`config.mk`:
```
export PLATFORM = sky130hd
export DESIGN_NAME = lcd_mux_seq
export DESIGN_NICKNAME = d
export VERILOG_FILES = /design/src/rtl/lcd_seq_pkg.sv /design/src/rtl/lcd_ctrl_regs.sv /design/src/rtl/lcd_scan_timer.sv /design/src/rtl/lcd_disp_ram.sv /design/src/rtl/lcd_level_gen.sv /design/src/rtl/lcd_mux_seq.sv
export SDC_FILE = /design/constraint.sdc
export NUM_CORES = 1
export LEC_CHECK = 0
export BUFFER_PORTS_ARGS = -buffer_cell sky130_fd_sc_hd__buf_2
export CELL_PAD_IN_SITES_DETAIL_PLACEMENT = 0
export CELL_PAD_IN_SITES_GLOBAL_PLACEMENT = 1
export CORE_MARGIN = 1
export CORE_UTILIZATION = 48
export CTS_BUF_LIST = sky130_fd_sc_hd__clkbuf_8
export CTS_CLUSTER_DIAMETER = 100
export DETAILED_ROUTE_END_ITERATION = 10
export GPL_TIMING_DRIVEN = 1
export PLACE_DENSITY_LB_ADDON = 0.1
export SYNTH_ARGS = -nofsm -noshare
export SYNTH_HDL_FRONTEND = slang
export SYNTH_SLANG_ARGS = --single-unit
export TNS_END_PERCENT = 30
```
`constraint.sdc`:
```
create_clock -name clk -period 2.9 [get_ports clk]
set_clock_uncertainty 0.2 [all_clocks]
set_input_delay 0.435 -clock clk [delete_from_list [all_inputs] [get_ports clk]]
set_output_delay 0.435 -clock clk [all_outputs]
set_load 0.01 [all_outputs]
```
`src/rtl/lcd_seq_pkg.sv`:
```
package lcd_seq_pkg;

   typedef enum logic [1:0] {
      LV_VSS  = 2'd0,
      LV_VLC1 = 2'd1,
      LV_VLC2 = 2'd2,
      LV_VLC3 = 2'd3
   } lcd_lvl_e;

   localparam int SUPPLY_PINS = 3;

   // at half bias both middle levels become the single middle level
   function automatic lcd_lvl_e mid_fold(input lcd_lvl_e c, input logic bias3);
      return (!bias3 && c == LV_VLC2) ? LV_VLC1 : c;
   endfunction

   function automatic lcd_lvl_e com_code(input logic sel, input logic half,
                                         input logic bias3);
      if (sel) return half ? LV_VSS : LV_VLC3;
      return mid_fold(half ? LV_VLC2 : LV_VLC1, bias3);
   endfunction

   function automatic lcd_lvl_e seg_code(input logic on, input logic half,
                                         input logic bias3);
      if (on) return half ? LV_VLC3 : LV_VSS;
      return mid_fold(half ? LV_VLC1 : LV_VLC2, bias3);
   endfunction

   function automatic lcd_lvl_e supply_code(input int idx);
      case (idx)
         0:       return LV_VLC3;
         1:       return LV_VLC2;
         default: return LV_VLC1;
      endcase
   endfunction

endpackage

```
`src/rtl/lcd_ctrl_regs.sv`:
```
module lcd_ctrl_regs
   import lcd_seq_pkg::*;
(
   input  logic                   clk,
   input  logic                   rst_n,
   input  logic                   reg_wr,
   input  logic                   reg_sel,
   input  logic [3:0]             reg_wdata,
   output logic                   drive_en,
   output logic                   bias3,
   output logic [1:0]             duty_code,
   output logic [SUPPLY_PINS-1:0] pin_seg,
   output logic                   divider_on,
   output logic                   restart
);

   logic [3:0] dctl_q;
   logic [3:0] pfn_q;

   always_ff @(posedge clk or negedge rst_n) begin
      if (!rst_n) begin
         dctl_q <= 4'b0000;
         pfn_q  <= 4'b1111;
      end else if (reg_wr) begin
         if (reg_sel) pfn_q  <= reg_wdata;
         else         dctl_q <= reg_wdata;
      end
   end

   assign restart    = reg_wr && !reg_sel && (reg_wdata[2:0] != dctl_q[2:0]);
   assign duty_code  = dctl_q[1:0];
   assign bias3      = dctl_q[2];
   assign drive_en   = dctl_q[3];
   assign pin_seg    = pfn_q[SUPPLY_PINS-1:0];
   assign divider_on = !pfn_q[3];


   divider_follow_chk: assert property (@(posedge clk) disable iff (!rst_n)
      (reg_wr && reg_sel) |=> (divider_on == !$past(reg_wdata[3])));


   dctl_load_chk: assert property (@(posedge clk) disable iff (!rst_n)
      (reg_wr && !reg_sel) |=> ({drive_en, bias3, duty_code} == $past(reg_wdata)));

endmodule

```
`src/rtl/lcd_scan_timer.sv`:
```
module lcd_scan_timer #(
   parameter int NUM_COM = 4,
   localparam int SLOT_W = (NUM_COM > 2) ? $clog2(NUM_COM) : 1,
   localparam int CNT_W  = SLOT_W + 1
) (
   input  logic              clk,
   input  logic              rst_n,
   input  logic              tick,
   input  logic              hold,
   input  logic              restart,
   input  logic [1:0]        duty_code,
   output logic [SLOT_W-1:0] slot,
   output logic              half,
   output logic [CNT_W-1:0]  n_com
);

   logic [SLOT_W-1:0] slot_q;
   logic              half_q;

   always_comb begin
      int raw;
      case (duty_code)
         2'b00:   raw = 2;
         2'b01:   raw = 3;
         default: raw = 4;
      endcase
      n_com = CNT_W'((raw < NUM_COM) ? raw : NUM_COM);
   end

   always_ff @(posedge clk or negedge rst_n) begin
      if (!rst_n) begin
         slot_q <= '0;
         half_q <= 1'b0;
      end else if (hold || restart) begin
         slot_q <= '0;
         half_q <= 1'b0;
      end else if (tick) begin
         if (!half_q) begin
            half_q <= 1'b1;
         end else begin
            half_q <= 1'b0;
            if (({1'b0, slot_q} + 1'b1) >= n_com) slot_q <= '0;
            else                                  slot_q <= slot_q + 1'b1;
         end
      end
   end

   assign slot = slot_q;
   assign half = half_q;


   slot_range_chk: assert property (@(posedge clk) disable iff (!rst_n)
      {1'b0, slot_q} < n_com);


   restart_clear_chk: assert property (@(posedge clk) disable iff (!rst_n)
      restart |=> (slot_q == '0 && !half_q));


   half_step_chk: assert property (@(posedge clk) disable iff (!rst_n)
      (tick && !hold && !restart && !half_q) |=> (half_q && $stable(slot_q)));

endmodule

```
`src/rtl/lcd_disp_ram.sv`:
```
module lcd_disp_ram #(
   parameter int NUM_COM = 4,
   parameter int NUM_SEG = 20,
   localparam int SEG_AW = $clog2(NUM_SEG)
) (
   input  logic                       clk,
   input  logic                       rst_n,
   input  logic                       wr,
   input  logic [SEG_AW-1:0]          addr,
   input  logic [NUM_COM-1:0]         wdata,
   output logic [NUM_SEG*NUM_COM-1:0] bits_flat
);

   logic [NUM_COM-1:0] mem_q [NUM_SEG];

   always_ff @(posedge clk or negedge rst_n) begin
      if (!rst_n) begin
         for (int s = 0; s < NUM_SEG; s++) mem_q[s] <= '0;
      end else if (wr && (int'(addr) < NUM_SEG)) begin
         mem_q[addr] <= wdata;
      end
   end

   for (genvar s = 0; s < NUM_SEG; s++) begin : g_flat
      assign bits_flat[s*NUM_COM +: NUM_COM] = mem_q[s];
   end

endmodule

```
`src/rtl/lcd_level_gen.sv`:
```
module lcd_level_gen
   import lcd_seq_pkg::*;
#(
   parameter int NUM_COM = 4,
   parameter int NUM_SEG = 20,
   localparam int SLOT_W = (NUM_COM > 2) ? $clog2(NUM_COM) : 1,
   localparam int CNT_W  = SLOT_W + 1
) (
   input  logic                       active,
   input  logic                       bias3,
   input  logic                       half,
   input  logic [SLOT_W-1:0]          slot,
   input  logic [CNT_W-1:0]           n_com,
   input  logic [SUPPLY_PINS-1:0]     pin_seg,
   input  logic [NUM_SEG*NUM_COM-1:0] bits_flat,
   output logic [2*NUM_COM-1:0]       com_lvl,
   output logic [2*NUM_SEG-1:0]       seg_lvl
);

   for (genvar i = 0; i < NUM_COM; i++) begin : g_com
      localparam logic [CNT_W-1:0] IDX = CNT_W'(i);
      logic sel;
      assign sel = (IDX < n_com) && (slot == IDX[SLOT_W-1:0]);
      assign com_lvl[2*i +: 2] = active ? com_code(sel, half, bias3) : LV_VLC3;
   end

   for (genvar j = 0; j < NUM_SEG; j++) begin : g_seg
      logic [1:0] wave;
      assign wave = active ? seg_code(bits_flat[j*NUM_COM + int'(slot)], half, bias3)
                           : LV_VLC3;
      if (j < SUPPLY_PINS) begin : g_dual
         assign seg_lvl[2*j +: 2] = pin_seg[j] ? wave : supply_code(j);
      end else begin : g_plain
         assign seg_lvl[2*j +: 2] = wave;
      end
   end

endmodule

```
`src/rtl/lcd_mux_seq.sv`:
```
module lcd_mux_seq
   import lcd_seq_pkg::*;
#(
   parameter int NUM_COM = 4,
   parameter int NUM_SEG = 20,
   localparam int SEG_AW = $clog2(NUM_SEG),
   localparam int SLOT_W = (NUM_COM > 2) ? $clog2(NUM_COM) : 1,
   localparam int CNT_W  = SLOT_W + 1
) (
   input  logic                 clk,
   input  logic                 rst_n,
   input  logic                 slot_tick,
   input  logic                 backup,
   input  logic                 reg_wr,
   input  logic                 reg_sel,
   input  logic [3:0]           reg_wdata,
   input  logic                 ram_wr,
   input  logic [SEG_AW-1:0]    ram_addr,
   input  logic [NUM_COM-1:0]   ram_wdata,
   output logic [2*NUM_COM-1:0] com_lvl,
   output logic [2*NUM_SEG-1:0] seg_lvl,
   output logic                 divider_on
);

   if (NUM_COM < 2 || NUM_COM > 4) begin : g_bad_com
      $error("NUM_COM must lie in 2..4");
   end
   if (NUM_SEG < SUPPLY_PINS) begin : g_bad_seg
      $error("NUM_SEG must cover the supply-capable pins");
   end

   logic                       drive_en, bias3, restart, active, half;
   logic [1:0]                 duty_code;
   logic [SUPPLY_PINS-1:0]     pin_seg;
   logic [SLOT_W-1:0]          slot;
   logic [CNT_W-1:0]           n_com;
   logic [NUM_SEG*NUM_COM-1:0] bits_flat;

   assign active = drive_en && !backup;

   lcd_ctrl_regs regs_i (
      .clk(clk), .rst_n(rst_n), .reg_wr(reg_wr), .reg_sel(reg_sel),
      .reg_wdata(reg_wdata), .drive_en(drive_en), .bias3(bias3),
      .duty_code(duty_code), .pin_seg(pin_seg), .divider_on(divider_on),
      .restart(restart)
   );

   lcd_scan_timer #(.NUM_COM(NUM_COM)) timer_i (
      .clk(clk), .rst_n(rst_n), .tick(slot_tick), .hold(!active),
      .restart(restart), .duty_code(duty_code), .slot(slot), .half(half),
      .n_com(n_com)
   );

   lcd_disp_ram #(.NUM_COM(NUM_COM), .NUM_SEG(NUM_SEG)) ram_i (
      .clk(clk), .rst_n(rst_n), .wr(ram_wr), .addr(ram_addr),
      .wdata(ram_wdata), .bits_flat(bits_flat)
   );

   lcd_level_gen #(.NUM_COM(NUM_COM), .NUM_SEG(NUM_SEG)) lvl_i (
      .active(active), .bias3(bias3), .half(half), .slot(slot),
      .n_com(n_com), .pin_seg(pin_seg), .bits_flat(bits_flat),
      .com_lvl(com_lvl), .seg_lvl(seg_lvl)
   );

   logic [NUM_COM-1:0] com_at_rail;
   for (genvar i = 0; i < NUM_COM; i++) begin : g_rail
      assign com_at_rail[i] = (com_lvl[2*i +: 2] == LV_VLC3) ||
                              (com_lvl[2*i +: 2] == LV_VSS);
   end


   one_select_chk: assert property (@(posedge clk) disable iff (!rst_n)
      active |-> ($countones(com_at_rail) == 1));


   blank_com_chk: assert property (@(posedge clk) disable iff (!rst_n)
      !active |-> (com_lvl == {NUM_COM{LV_VLC3}}));

   for (genvar k = 0; k < SUPPLY_PINS; k++) begin : g_sup_chk

      supply_hold_chk: assert property (@(posedge clk) disable iff (!rst_n)
         (!pin_seg[k] && $past(!pin_seg[k])) |-> $stable(seg_lvl[2*k +: 2]));
   end

endmodule

```
==> insert_results.sql <==
INSERT INTO impl_metrics (metric_group, metric, value, unit) VALUES
('run_status', 'run_status', 'complete, no violations', ''),
('synth', 'postSynthRegisterBits', '91', ''),
('synth', 'synth_nets', '400', ''),
('cells_and_area', 'post_route_cells_drive_above_1_share', '47.4', '%'),
('global_routing', 'first_global_vias', '3113', ''),
('worst_setup_path', 'cp_data_arrival_time', '2.11', 'ns'),
('worst_setup_path', 'required', '2.27', 'ns'),
('cells_and_area', 'final_design_area_no_fill', '5470', 'um^2'),
('sta', 'finalSetupViolCount', '0', ''),
('sta', 'setup_total_negative_slack', '0', 'ns'),
('sta', 'relSlewSlack', '67.6', '%'),
('synth', 'post_synth_num_cell_types', '35', ''),
('global_routing', 'grt_start_max_net_pins', '38', ''),
('floorplanning', 'die_x', '102', 'um'),
('global_routing', 'initial_antenna_violation_count', '0', ''),
('clock_tree', 'clk_transition_reported_paths', '0.09', 'ns'),
('worst_setup_path', 'criticalPathCategory', 'flop to primary output', ''),
('worst_setup_path', 'crit_path_max_fanout', '21', ''),
('floorplanning', 'fp.coreArea', '9730', 'um^2'),
('sta', 'report.final.slew_viol_count', '0', ''),
('place', 'dpl_cell_area', '5260', 'um^2'),
('clock_tree', 'ctsRootBufferMaster', 'clkbuf_8', ''),
('global_routing', 'grt_first_pass_wirelength', '17200', 'um'),
('detailed_routing', 'route.final.wire_length', '10900', 'um'),
('detailed_routing', 'drtPass1Iterations', '4', ''),
('sta', 'tightestPinTransition', '0.486', 'ns'),
('synth', 'synth_enable_flop_cells', '0', ''),
('synth', 'synthCells', '374', ''),
('detailed_routing', 'ant_nets', '0', ''),
('global_routing', 'grt-ovfl-total', '0', ''),
('cells_and_area', 'nets', '460', ''),
('synth', 'synthesis.area', '4790', 'um^2'),
('place', 'gpl.final_weighted_congestion', '0.766', ''),
('pwr', 'power_per_cell_area', '591', 'nW/um^2'),
('pwr', 'irDropWorstVdd', '308', 'uV'),
('pwr', 'leakage', '2.37', 'nW'),
('floorplanning', 'initial_utilization', '49.3', '%'),
('sta', 'minimum_clock_period', '2.75', 'ns'),
('synth', 'synth.yosys.seq_area_share', '47.6', '%'),
('clock_tree', 'cts-buffers-inserted', '9', ''),
('detailed_routing', 'route.detailed.drc', '0', ''),
('clock_tree', 'clockBufferDepth', '2', ''),
('place', 'dp.final_hpwl', '7820', 'um'),
('clock_tree', 'cts.htree.levels', '3', ''),
('synth', 'yosys_warnings', '0', ''),
('clock_tree', 'worstSkewPairLatency', '0.36', 'ns'),
('synth', 'synth_area_per_cell', '12.8', 'um^2'),
('detailed_routing', 'first_iter_violations', '148', ''),
('clock_tree', 'post_cts.resized_instances', '0', ''),
('worst_setup_path', 'timing.critical_path.to_type', 'primary output', ''),
('clock_tree', 'cts_tree', 'yes', ''),
('cells_and_area', 'synthToLayoutAreaGrowth', '14.2', '%'),
('synth', 'asyncSetResetFlopFracSynth', '100', '%'),
('cells_and_area', 'post_layout_nonfiller_instances', '572', ''),
('global_routing', 'grt_overall_usage', '22.7', '%'),
('place', 'numPortBuffers', '68', ''),
('pwr', 'post-layout-total-power', '3.23', 'mW'),
('detailed_routing', 'vias_per_cell', '5.54', ''),
('sta', 'timing.final.hold_violations', '0', ''),
('clock_tree', 'clkSinkCount', '91', ''),
('floorplanning', 'dieHeight', '102', 'um'),
('floorplanning', 'die_outline_area', '10400', 'um^2'),
('place', 'placed_cells', '555', ''),
('floorplanning', 'design.portCount', '69', ''),
('cells_and_area', 'num_antenna_cells', '0', ''),
('worst_setup_path', 'worstSetupStartpointType', 'flop', ''),
('synth', 'synthFlopType', 'dfrtp_1', ''),
('sta', 'setup_repair_after_global_routing_missed_its_margin', 'no', ''),
('sta', 'final.period_utilization', '94.7', '%'),
('run', 'maxCapViolCount', '0', ''),
('sta', 'maxClockFrequency', '0.364', 'GHz'),
('hold_path', 'hold_path_class', 'input port to flop', ''),
('detailed_routing', 'via_count', '3168', ''),
('detailed_routing', 'drt-wirelength-per-cell', '19.0', 'um'),
('floorplanning', 'core.rowCount', '36', '');
-- logic make-up after synthesis --
kind of cell / count (synthesis) / synth area share, %
AND/OR/NAND/NOR: 73 / 8.07
AO/OA/AOI/OAI: 37 / 4.39
flip-flops: 91 / 47.6
multiplexers: 127 / 34.2
buffers and inverters: 35 / 3.26
adder cells (fa/ha/maj): 7 / 1.77
XOR/XNOR: 4 / 0.731
-- cells in the mapped netlist, types with 2 or more instances --
cell type / number / share of area (%)
buf_2: 7 / 0.73
and3_1: 3 / 0.39
and4bb_2: 2 / 0.52
dfstp_2: 4 / 2.2
nand2b_1: 4 / 0.52
mux4_2: 18 / 8.5
nand3_1: 5 / 0.52
mux2i_1: 20 / 4.2
nand2_1: 38 / 3.0
o21ai_0: 24 / 2.5
buf_6: 2 / 0.47
ha_1: 6 / 1.6
a21oi_1: 3 / 0.31
inv_1: 6 / 0.47
clkbuf_1: 18 / 1.4
mux4_1: 2 / 1.1
nor2_1: 5 / 0.39
xor2_1: 3 / 0.55
mux2_2: 87 / 20
dfrtp_1: 87 / 45
nor2b_1: 8 / 1.0
and2_1: 2 / 0.26
o211ai_1: 8 / 1.3
-- stage by stage --
stage / utilization (%) / hold WS [ns] / worst slack, ns
final: 56.3 / 0.120 / 0.153
after global placement: 54.1 / 0.224 / 0.553
after global routing: 56.3 / 0.131 / 0.0106
after detailed placement: 54.1 / 0.232 / 0.541
after floorplan: - / -0.0606 / 0.744
after CTS: 56.3 / 0.108 / 0.116
-- flip-flops by register name, summed over array words and instances (netlist names) --
signal and count:
regs_i.pfn_q 4, timer_i.half 1, timer_i.slot 2, regs_i.dctl_q 4, ram_i.bits_flat 80
-- final timing paths --
path                             startpoint             endpoint  cells after the start  slack, ns
max reg2reg                 timer_i.slot[1]      timer_i.slot[0]                      7       0.62
min reg2reg                regs_i.dctl_q[3]     regs_i.dctl_q[3]                      1       0.31
max                         timer_i.slot[0]           seg_lvl[9]                      5       0.15
min                            reg_wdata[1]     regs_i.dctl_q[1]                      3       0.12
min in group asynchronous             rst_n     regs_i.dctl_q[1]                      2       0.37
max in group asynchronous             rst_n  ram_i.bits_flat[24]                      3       1.45
-- critical path: stages (launching register included) --
cell	delay (ns)
dfrtp_1	0.53
buf_12	0.25
mux4_2	0.58
mux2i_1	0.16
nand2_1	0.07
buf_2	0.15
-- cell type report --
type                    instances  area [um^2]
clock buffers                   9          124
clock inverters                 7         75.1
fillers                       878         4260
inverters                       6         22.5
multi-input cells             248         2360
flip-flops and latches         91         2280
well taps                     133          166
repair buffers                 78          445
-- where the power goes --
group / internal (mW) / switching, mW
clock network: 0.404 / 0.463
registers: 1.51 / 0.132
logic: 0.388 / 0.338
total: 2.30 / 0.932
-- placed cells by master (no fill, tap or decap), types with 2 or more instances in the layout --
master | synthesis | final
xor2_1 | 3 | 3
clkinvlp_4 | 0 | 2
and4bb_2 | 2 | 2
buf_12 | 0 | 2
mux2i_1 | 20 | 20
ha_1 | 6 | 6
dfstp_2 | 4 | 4
o211ai_1 | 8 | 8
nand2b_1 | 4 | 4
a21oi_1 | 3 | 3
nor2b_2 | 1 | 2
dfrtp_1 | 87 | 87
inv_6 | 0 | 3
nor2_1 | 5 | 5
inv_1 | 6 | 7
buf_2 | 7 | 67
and2_1 | 2 | 2
buf_4 | 0 | 8
mux4_1 | 2 | 2
o21ai_0 | 24 | 24
nand2_1 | 38 | 38
nor2b_1 | 8 | 7
mux4_2 | 18 | 18
mux2_2 | 87 | 87
clkbuf_8 | 0 | 9
and3_1 | 3 | 3
nand3_1 | 5 | 5
-- layer usage --
layer  GRT usage, %  part of all wire, %  wire length (um)
met4           7.80                  1.3               143
met2           35.4                   47              5070
met1           32.9                   48              5210
met3           3.21                  4.2               456
met5              0                    0                 0
-- timing repair --
action	in CTS	in global routing
setup buffers	0	0
setup endpoints to repair	0	0
hold buffers	1	0
endpoints found under the hold margin	31	0
Power figures use the tool's default switching activity.
